## src/rtl/qhb_pkg.sv

```systemverilog
package qhb_pkg;
  localparam int TOT_W = 4;
  localparam logic [TOT_W-1:0] CODE_NONE  = 4'hF;
  localparam logic [TOT_W-1:0] CODE_SMALL = 4'h0;
  localparam logic [TOT_W-1:0] TOT_SAT    = 4'd14;

  // one more high cycle, held at the saturation value
  function automatic logic [TOT_W-1:0] tot_step(input logic [TOT_W-1:0] c);
    return (c >= TOT_SAT) ? TOT_SAT : c + 1'b1;
  endfunction

  // stored code for a finished pulse of length len
  function automatic logic [TOT_W-1:0] tot_code(input logic [TOT_W-1:0] len,
                                                input int small_max);
    return (int'(len) <= small_max) ? CODE_SMALL : len;
  endfunction
endpackage

```

## src/rtl/qhb_pix_tot.sv

```systemverilog
module qhb_pix_tot import qhb_pkg::*; #(
  parameter int SMALL_MAX = 2
) (
  input  logic             clk,
  input  logic             rst,
  input  logic             disc,
  output logic             active,
  output logic             big_now,
  output logic             done,
  output logic [TOT_W-1:0] len
);
  logic [TOT_W-1:0] cnt;

  always_ff @(posedge clk) begin
    if (rst) begin
      active <= 1'b0;
      cnt    <= '0;
    end else if (disc) begin
      active <= 1'b1;
      cnt    <= active ? tot_step(cnt) : TOT_W'(1);
    end else begin
      active <= 1'b0;
    end
  end

  // the pulse turns big at this edge
  assign big_now = disc & active & (cnt == TOT_W'(SMALL_MAX));
  // the pulse ended; len holds its measured length
  assign done    = active & ~disc;
  assign len     = cnt;
endmodule

```

## src/rtl/qhb_lat_slot.sv

```systemverilog
module qhb_lat_slot #(
  parameter int LAT_W = 8
) (
  input  logic             clk,
  input  logic             rst,
  input  logic             alloc,
  input  logic             release_i,
  input  logic             trigger,
  input  logic [LAT_W-1:0] latency,
  output logic             busy,
  output logic             trig_hit,
  output logic             expire
);
  logic             held;
  logic [LAT_W-1:0] age;
  logic             match;

  assign match    = busy & ~held & (age == latency);
  assign trig_hit = match & trigger;
  assign expire   = match & ~trigger;

  always_ff @(posedge clk) begin
    if (rst) begin
      busy <= 1'b0;
      held <= 1'b0;
      age  <= '0;
    end else if (alloc) begin
      busy <= 1'b1;
      held <= 1'b0;
      age  <= '0;
    end else if (busy && !held) begin
      if (match) begin
        if (trigger) held <= 1'b1;
        else         busy <= 1'b0;
      end else begin
        age <= age + 1'b1;
      end
    end else if (busy && held && release_i) begin
      busy <= 1'b0;
      held <= 1'b0;
    end
  end
endmodule

```

## src/rtl/qhb_order_fifo.sv

```systemverilog
module qhb_order_fifo #(
  parameter int DEPTH = 5,
  parameter int W     = 3
) (
  input  logic         clk,
  input  logic         rst,
  input  logic         push,
  input  logic [W-1:0] push_idx,
  input  logic         pop,
  output logic [W-1:0] head,
  output logic         nonempty
);
  localparam int PW = (DEPTH > 1) ? $clog2(DEPTH) : 1;
  localparam int CW = $clog2(DEPTH + 1);

  logic [W-1:0]  q [DEPTH];
  logic [PW-1:0] rd_ptr, wr_ptr;
  logic [CW-1:0] fill;

  function automatic logic [PW-1:0] ptr_inc(input logic [PW-1:0] p);
    return (p == PW'(DEPTH - 1)) ? '0 : p + 1'b1;
  endfunction

  always_ff @(posedge clk) begin
    if (rst) begin
      rd_ptr <= '0;
      wr_ptr <= '0;
      fill   <= '0;
    end else begin
      if (push) begin
        q[wr_ptr] <= push_idx;
        wr_ptr    <= ptr_inc(wr_ptr);
      end
      if (pop) rd_ptr <= ptr_inc(rd_ptr);
      fill <= fill + CW'(push) - CW'(pop);
    end
  end

  assign head     = q[rd_ptr];
  assign nonempty = (fill != '0);
endmodule

```

## src/rtl/quad_hit_buffer.sv

```systemverilog
module quad_hit_buffer import qhb_pkg::*; #(
  parameter int NPIX      = 4,
  parameter int NSLOT     = 5,
  parameter int LAT_W     = 8,
  parameter int SMALL_MAX = 2
) (
  input  logic                  clk,
  input  logic                  rst,
  input  logic [LAT_W-1:0]      latency,
  input  logic                  trigger,
  input  logic [NPIX-1:0]       disc,
  input  logic                  nbr_big_in,
  output logic                  nbr_big_out,
  output logic                  overflow,
  input  logic                  token_in,
  output logic                  token_out,
  output logic                  read_req,
  output logic                  bus_valid,
  output logic [NPIX*TOT_W-1:0] bus_tot
);
  localparam int SLOT_W = (NSLOT > 1) ? $clog2(NSLOT) : 1;

  // pixel side
  logic [NPIX-1:0]  pix_active, pix_big, pix_done;
  logic [TOT_W-1:0] pix_len  [NPIX];
  logic [TOT_W-1:0] pix_code [NPIX];

  // slot side
  logic [NSLOT-1:0] busy_vec, trig_vec, exp_vec, alloc_vec, rel_vec;

  // event control, named for the checker
  logic              open_q;
  logic [SLOT_W-1:0] open_idx;
  logic              alloc_req, alloc_ok, free_any, open_kill;
  logic [SLOT_W-1:0] free_sel, trig_idx, tgt_idx, head_idx;
  logic              tgt_valid, pend_any, pop;

  logic [TOT_W-1:0] tot_mem [NSLOT][NPIX];

  genvar gp, gs;
  generate
    for (gp = 0; gp < NPIX; gp++) begin : g_pix
      qhb_pix_tot #(.SMALL_MAX(SMALL_MAX)) u_pix (
        .clk(clk), .rst(rst), .disc(disc[gp]),
        .active(pix_active[gp]), .big_now(pix_big[gp]),
        .done(pix_done[gp]), .len(pix_len[gp])
      );
      assign pix_code[gp] = tot_code(pix_len[gp], SMALL_MAX);
    end

    for (gs = 0; gs < NSLOT; gs++) begin : g_slot
      assign alloc_vec[gs] = alloc_ok & (free_sel == SLOT_W'(gs));
      assign rel_vec[gs]   = pop & (head_idx == SLOT_W'(gs));
      qhb_lat_slot #(.LAT_W(LAT_W)) u_slot (
        .clk(clk), .rst(rst), .alloc(alloc_vec[gs]),
        .release_i(rel_vec[gs]), .trigger(trigger), .latency(latency),
        .busy(busy_vec[gs]), .trig_hit(trig_vec[gs]), .expire(exp_vec[gs])
      );
    end
  endgenerate

  // lowest-numbered free slot
  always_comb begin
    free_sel = '0;
    free_any = 1'b0;
    for (int s = NSLOT - 1; s >= 0; s--) begin
      if (!busy_vec[s]) begin
        free_sel = SLOT_W'(s);
        free_any = 1'b1;
      end
    end
  end

  // slot whose trigger matched this cycle
  always_comb begin
    trig_idx = '0;
    for (int s = 0; s < NSLOT; s++) begin
      if (trig_vec[s]) trig_idx = SLOT_W'(s);
    end
  end

  assign pend_any    = (|disc) | (|pix_active);
  assign nbr_big_out = |pix_big;
  assign alloc_req   = ~open_q & ((|pix_big) | (nbr_big_in & pend_any));
  assign alloc_ok    = alloc_req & free_any;
  assign overflow    = alloc_req & ~free_any;
  assign open_kill   = open_q & (exp_vec[open_idx] | trig_vec[open_idx]);
  assign tgt_valid   = (open_q & ~open_kill) | alloc_ok;
  assign tgt_idx     = open_q ? open_idx : free_sel;

  always_ff @(posedge clk) begin
    if (rst) begin
      open_q   <= 1'b0;
      open_idx <= '0;
    end else begin
      open_q <= ((open_q & ~open_kill) | alloc_ok) & (|disc);
      if (alloc_ok) open_idx <= free_sel;
    end
  end

  // event storage: cleared on allocation, written as pulses end
  always_ff @(posedge clk) begin
    for (int s = 0; s < NSLOT; s++) begin
      for (int p = 0; p < NPIX; p++) begin
        if (rst) begin
          tot_mem[s][p] <= CODE_NONE;
        end else begin
          if (alloc_vec[s]) tot_mem[s][p] <= CODE_NONE;
          if (tgt_valid && pix_done[p] && tgt_idx == SLOT_W'(s))
            tot_mem[s][p] <= pix_code[p];
        end
      end
    end
  end

  qhb_order_fifo #(.DEPTH(NSLOT), .W(SLOT_W)) u_order (
    .clk(clk), .rst(rst), .push(|trig_vec), .push_idx(trig_idx),
    .pop(pop), .head(head_idx), .nonempty(read_req)
  );

  assign bus_valid = token_in & read_req;
  assign pop       = bus_valid;
  assign token_out = token_in & ~read_req;

  always_comb begin
    for (int p = 0; p < NPIX; p++)
      bus_tot[p*TOT_W +: TOT_W] = bus_valid ? tot_mem[head_idx][p] : '0;
  end
endmodule

```

## config.mk

```make
export PLATFORM = sky130hd
export DESIGN_NAME = quad_hit_buffer
export DESIGN_NICKNAME = d
export VERILOG_FILES = /design/src/rtl/qhb_pkg.sv /design/src/rtl/qhb_pix_tot.sv /design/src/rtl/qhb_lat_slot.sv /design/src/rtl/qhb_order_fifo.sv /design/src/rtl/quad_hit_buffer.sv
export SDC_FILE = /design/constraint.sdc
export NUM_CORES = 1
export LEC_CHECK = 0
export BUFFER_PORTS_ARGS = -buffer_cell sky130_fd_sc_hd__buf_4
export CAP_MARGIN = 20
export CORE_UTILIZATION = 40
export CTS_CLUSTER_DIAMETER = 100
export CTS_CLUSTER_SIZE = 30
export DETAILED_ROUTE_END_ITERATION = 8
export PLACE_DENSITY_LB_ADDON = 0.1
export SLEW_MARGIN = 20
export SYNTH_ARGS = -nofsm -noshare
export SYNTH_HDL_FRONTEND = slang
export SYNTH_HIERARCHICAL = 1
export SYNTH_SLANG_ARGS = --single-unit
```

## constraint.sdc

```tcl
create_clock -name clk -period 9.2 [get_ports clk]
set_input_delay 0.46 -clock clk [delete_from_list [all_inputs] [get_ports clk]]
set_output_delay 0.46 -clock clk [all_outputs]
set_load 0.1 [all_outputs]
```

==> metrics.cfg <==
[run_status]
status = complete, no violations

[routing]
wirelength_um = 24200
drt_iter0_markers = 431
antenna_left = 0
firstDrtPassIters = 7
viasPerCell = 5.66
wl_per_cell_um = 18.3
vias = 7477
drcViolationCount = 0

[floorplan]
core_area_um2 = 24500
dieHeight_um = 161
pin_count = 38
design.die.area_um2 = 25900
die_x_um = 161
start_util = 0.412
row_count = 57

[logic_synthesis]
yosys_register_bits = 181
synth_warnings = 6
synth_edf_count = 95
synth_cells = 971
syn_nets = 1008
synthArstFlopShare = 0
syn_area_per_cell_um2 = 10.4
synth_area_um2 = 10100
ys_seq_area_frac = 0.453
synthDistinctLibCells = 61
yosys_most_used_dff = edfxtp_1

[setup_path]
crit_fanout = 85
crit_required_ns = 9.30
worstSetupEndpointType = register
path_class = reg -> reg
regToRegEndpoint = tot_mem[2][9]
worstRegToRegCells = 10
rr_startpoint = g_slot[4].u_slot/age[0]
cp_data_arrival_time_ns = 4.24
cp-start-kind = register
reg2reg_slack_ns = 5.06

[worst_hold_path]
min_path_type = in -> reg
holdPathEnd = g_pix[3].u_pix/active
min_path_cells = 2
min_from = disc[3]

[final_layout]
stdcell_area_um2 = 11200
fillers = 2349
drive_gt1_frac = 0.134
multiInputGateArea_um2 = 5180
antennaDiodeCount = 0
regArea_um2 = 4570
nNetsFinal = 1022
area_growth_pct = 11.2

[clock_tree]
root_buffer = clkbuf_16
clk_latency_ns = 0.44
cts_resized = 0
cts_buffer_depth = 2
cts_buffers = 17
cts_hold_buffers = 0
clk_pin_slew_ns = 0.08
numClockSinks = 181
htreeDepth = 4
cts_tree = done
postCtsSetupRepairBufs = 0

[global_routing]
grt_pass1_vias = 6825
grt_pass1_wl_um = 39000
grt-ovfl-total = 0
grt_max_degree = 86
antenna_found_initial = 0
track_usage = 0.193

[power]
irDropWorstVdd_mv = 0.170
p_leak_nw = 3.60
p_per_area_nw_per_um2 = 212
p_total_mw = 2.38

[sta]
finalCritPeriodShare = 0.450
worst_pin_slew_ns = 0.827
tns_ns = 0
finalSetupViolCount = 0
fin_skew_ns = 0.0131
rsz0062_at_grt = no
worst_slack_ns = 5.06
final_max_slew_viol_count = 0
fmax_mhz = 242
finalHoldViolCount = 0
period_minus_slack_ns = 4.14
slew_headroom = 0.441

[place]
dpl.hpwl_um = 16800
pre_cts_ws_ns = 4.94
gp_congestion = 0.791
place_area_um2 = 10600
io_buffers = 37

[run]
cap_viol_max_count = 0

==> metal layers <==
metal | share of wire | routed length (µm) | up-vias | global-route usage
li1 | - | - | 3727 | -
met2 | 0.45 | 10900 | 178 | 0.292
met1 | 0.49 | 11800 | 3558 | 0.284
met5 | 0 | 0 | - | 0
met3 | 0.051 | 1240 | 14 | 0.0356
met4 | 0.0094 | 228 | 0 | 0.0455
==> worst max-delay path, cell delays in order (launching register included) <==
cell and delay [ns]:
dfxtp_1 0.50, xor2_1 0.12, nor4_2 0.73, and2_1 0.27, and4b_1 0.41, nor2_1 0.09, nor4b_1 0.44, nor4b_4 0.11
a22oi_4 0.13, buf_4 0.59, o21ai_0 0.39
==> per-stage QoR <==
stage / utilization / hold slack [ns] / cells
4_1_cts: 0.458 / 0.316 / 1322
5_1_grt: 0.458 / 0.341 / 1322
3_3_place_gp: 0.433 / 0.477 / 1290
2_1_floorplan: - / 0.454 / 971
3_5_place_dp: 0.433 / 0.476 / 1290
6_report: 0.458 / 0.328 / 1322
==> logic make-up (layout without fill, tap and decap cells) <==
family / Yosys count / count (layout) / synth area share
DFF: 181 / 181 / 0.453
adders and majority gates: 20 / 20 / 0.0255
buffers and inverters: 80 / 107 / 0.0385
AOI/OAI and AO/OA: 150 / 150 / 0.101
xor gates and xnor gates: 42 / 42 / 0.0364
muxes: 77 / 77 / 0.0961
and+or+nand+nor: 421 / 421 / 0.250
==> final cells by class <==
cell class                      instances  share of cell area
Sequential cell                       181               0.407
Tap cell                              324              0.0361
Multi-Input combinational cell        710               0.462
Inverter                               30              0.0100
Clock buffer                           17              0.0379
Clock inverter                         15              0.0169
Timing Repair Buffer                   45              0.0301
==> flip-flops by register name, summed over array words and instances (netlist names), named ones only <==
name,count
g_pix.u_pix/active,4
g_pix.u_pix/len,16
g_slot.u_slot/age,40
g_slot.u_slot/busy,5
g_slot.u_slot/held,5
open_idx,3
open_q,1
tot_mem,80
u_order/fill,3
u_order/q,15
u_order/rd_ptr,3
u_order/wr_ptr,3
==> how the worst max path moves through the flow <==
| stage | start | endpoint | slack [ns] | cells past startpoint |
|---|---|---|---|---|
| floorplan | u_order/fill[2] | u_order/fill[2] | 5.41 | 11 |
| global placement | latency[4] | tot_mem[2][0] | 5.05 | 11 |
| detailed placement | latency[4] | tot_mem[2][9] | 4.94 | 11 |
| CTS | g_slot[4].u_slot/age[0] | tot_mem[2][9] | 5.10 | 10 |
| global route | g_slot[4].u_slot/age[0] | tot_mem[2][5] | 4.72 | 10 |
| finish | g_slot[4].u_slot/age[0] | tot_mem[2][9] | 5.06 | 10 |
==> cell usage after synthesis, drive strengths merged, types with 2 or more instances <==
library cell	count	area (µm²)
or4	49	372
mux2i	61	611
buf	21	168
or3	54	344
a211oi	25	188
and4b	5	50.1
inv	30	113
a21o	5	37.5
nor3b	6	70.1
nand3	26	130
clkbuf	29	109
mux4	16	360
a221oi	3	26.3
edfxtp	95	2850
o41ai	4	35.0
and2b	4	30.0
o31ai	21	158
nor3	23	135
nand2b	22	138
and2	6	37.5
o211ai	4	30.0
xnor2	2	17.5
a21oi	50	250
nor2b	14	118
and3	3	18.8
nand3b	12	90.1
nand4	13	81.3
nor2	58	218
nand2	91	342
dfxtp	86	1720
and4	9	85.1
a41o	4	40.0
nor4b	5	58.8
and3b	5	43.8
o21bai	2	15.0
o21ai	14	70.1
xor2	40	350
nor4	16	163
o31a	2	17.5
ha	19	238
a41oi	9	78.8
==> power breakdown <==
| group | total [mW] | switching (mW) | leakage, nW | internal (mW) |
|---|---|---|---|---|
| sequential | 0.890 | 0.0241 | 1.40 | 0.865 |
| clock | 0.748 | 0.374 | 0.295 | 0.374 |
| combinational | 0.738 | 0.552 | 1.90 | 0.186 |
==> cell usage in the layout (no fill, tap or decap), types with 12 or more instances in the layout <==
master / synthesis / routed
edfxtp_1: 95 / 95
nand2_1: 91 / 91
dfxtp_1: 86 / 86
mux2i_1: 61 / 61
nor2_1: 58 / 58
a21oi_1: 50 / 50
or3_1: 49 / 49
or4_1: 48 / 48
buf_4: 1 / 45
xor2_1: 40 / 40
inv_1: 29 / 29
nand3_1: 26 / 26
a211oi_1: 25 / 25
nand2b_1: 22 / 22
o31ai_1: 21 / 21
nor3_1: 19 / 19
ha_1: 19 / 19
clkbuf_16: 0 / 17
mux4_2: 16 / 16
o21ai_0: 14 / 14
nand4_1: 13 / 13
nand3b_1: 12 / 12
Note: power is estimated with default switching activity, not from simulation.
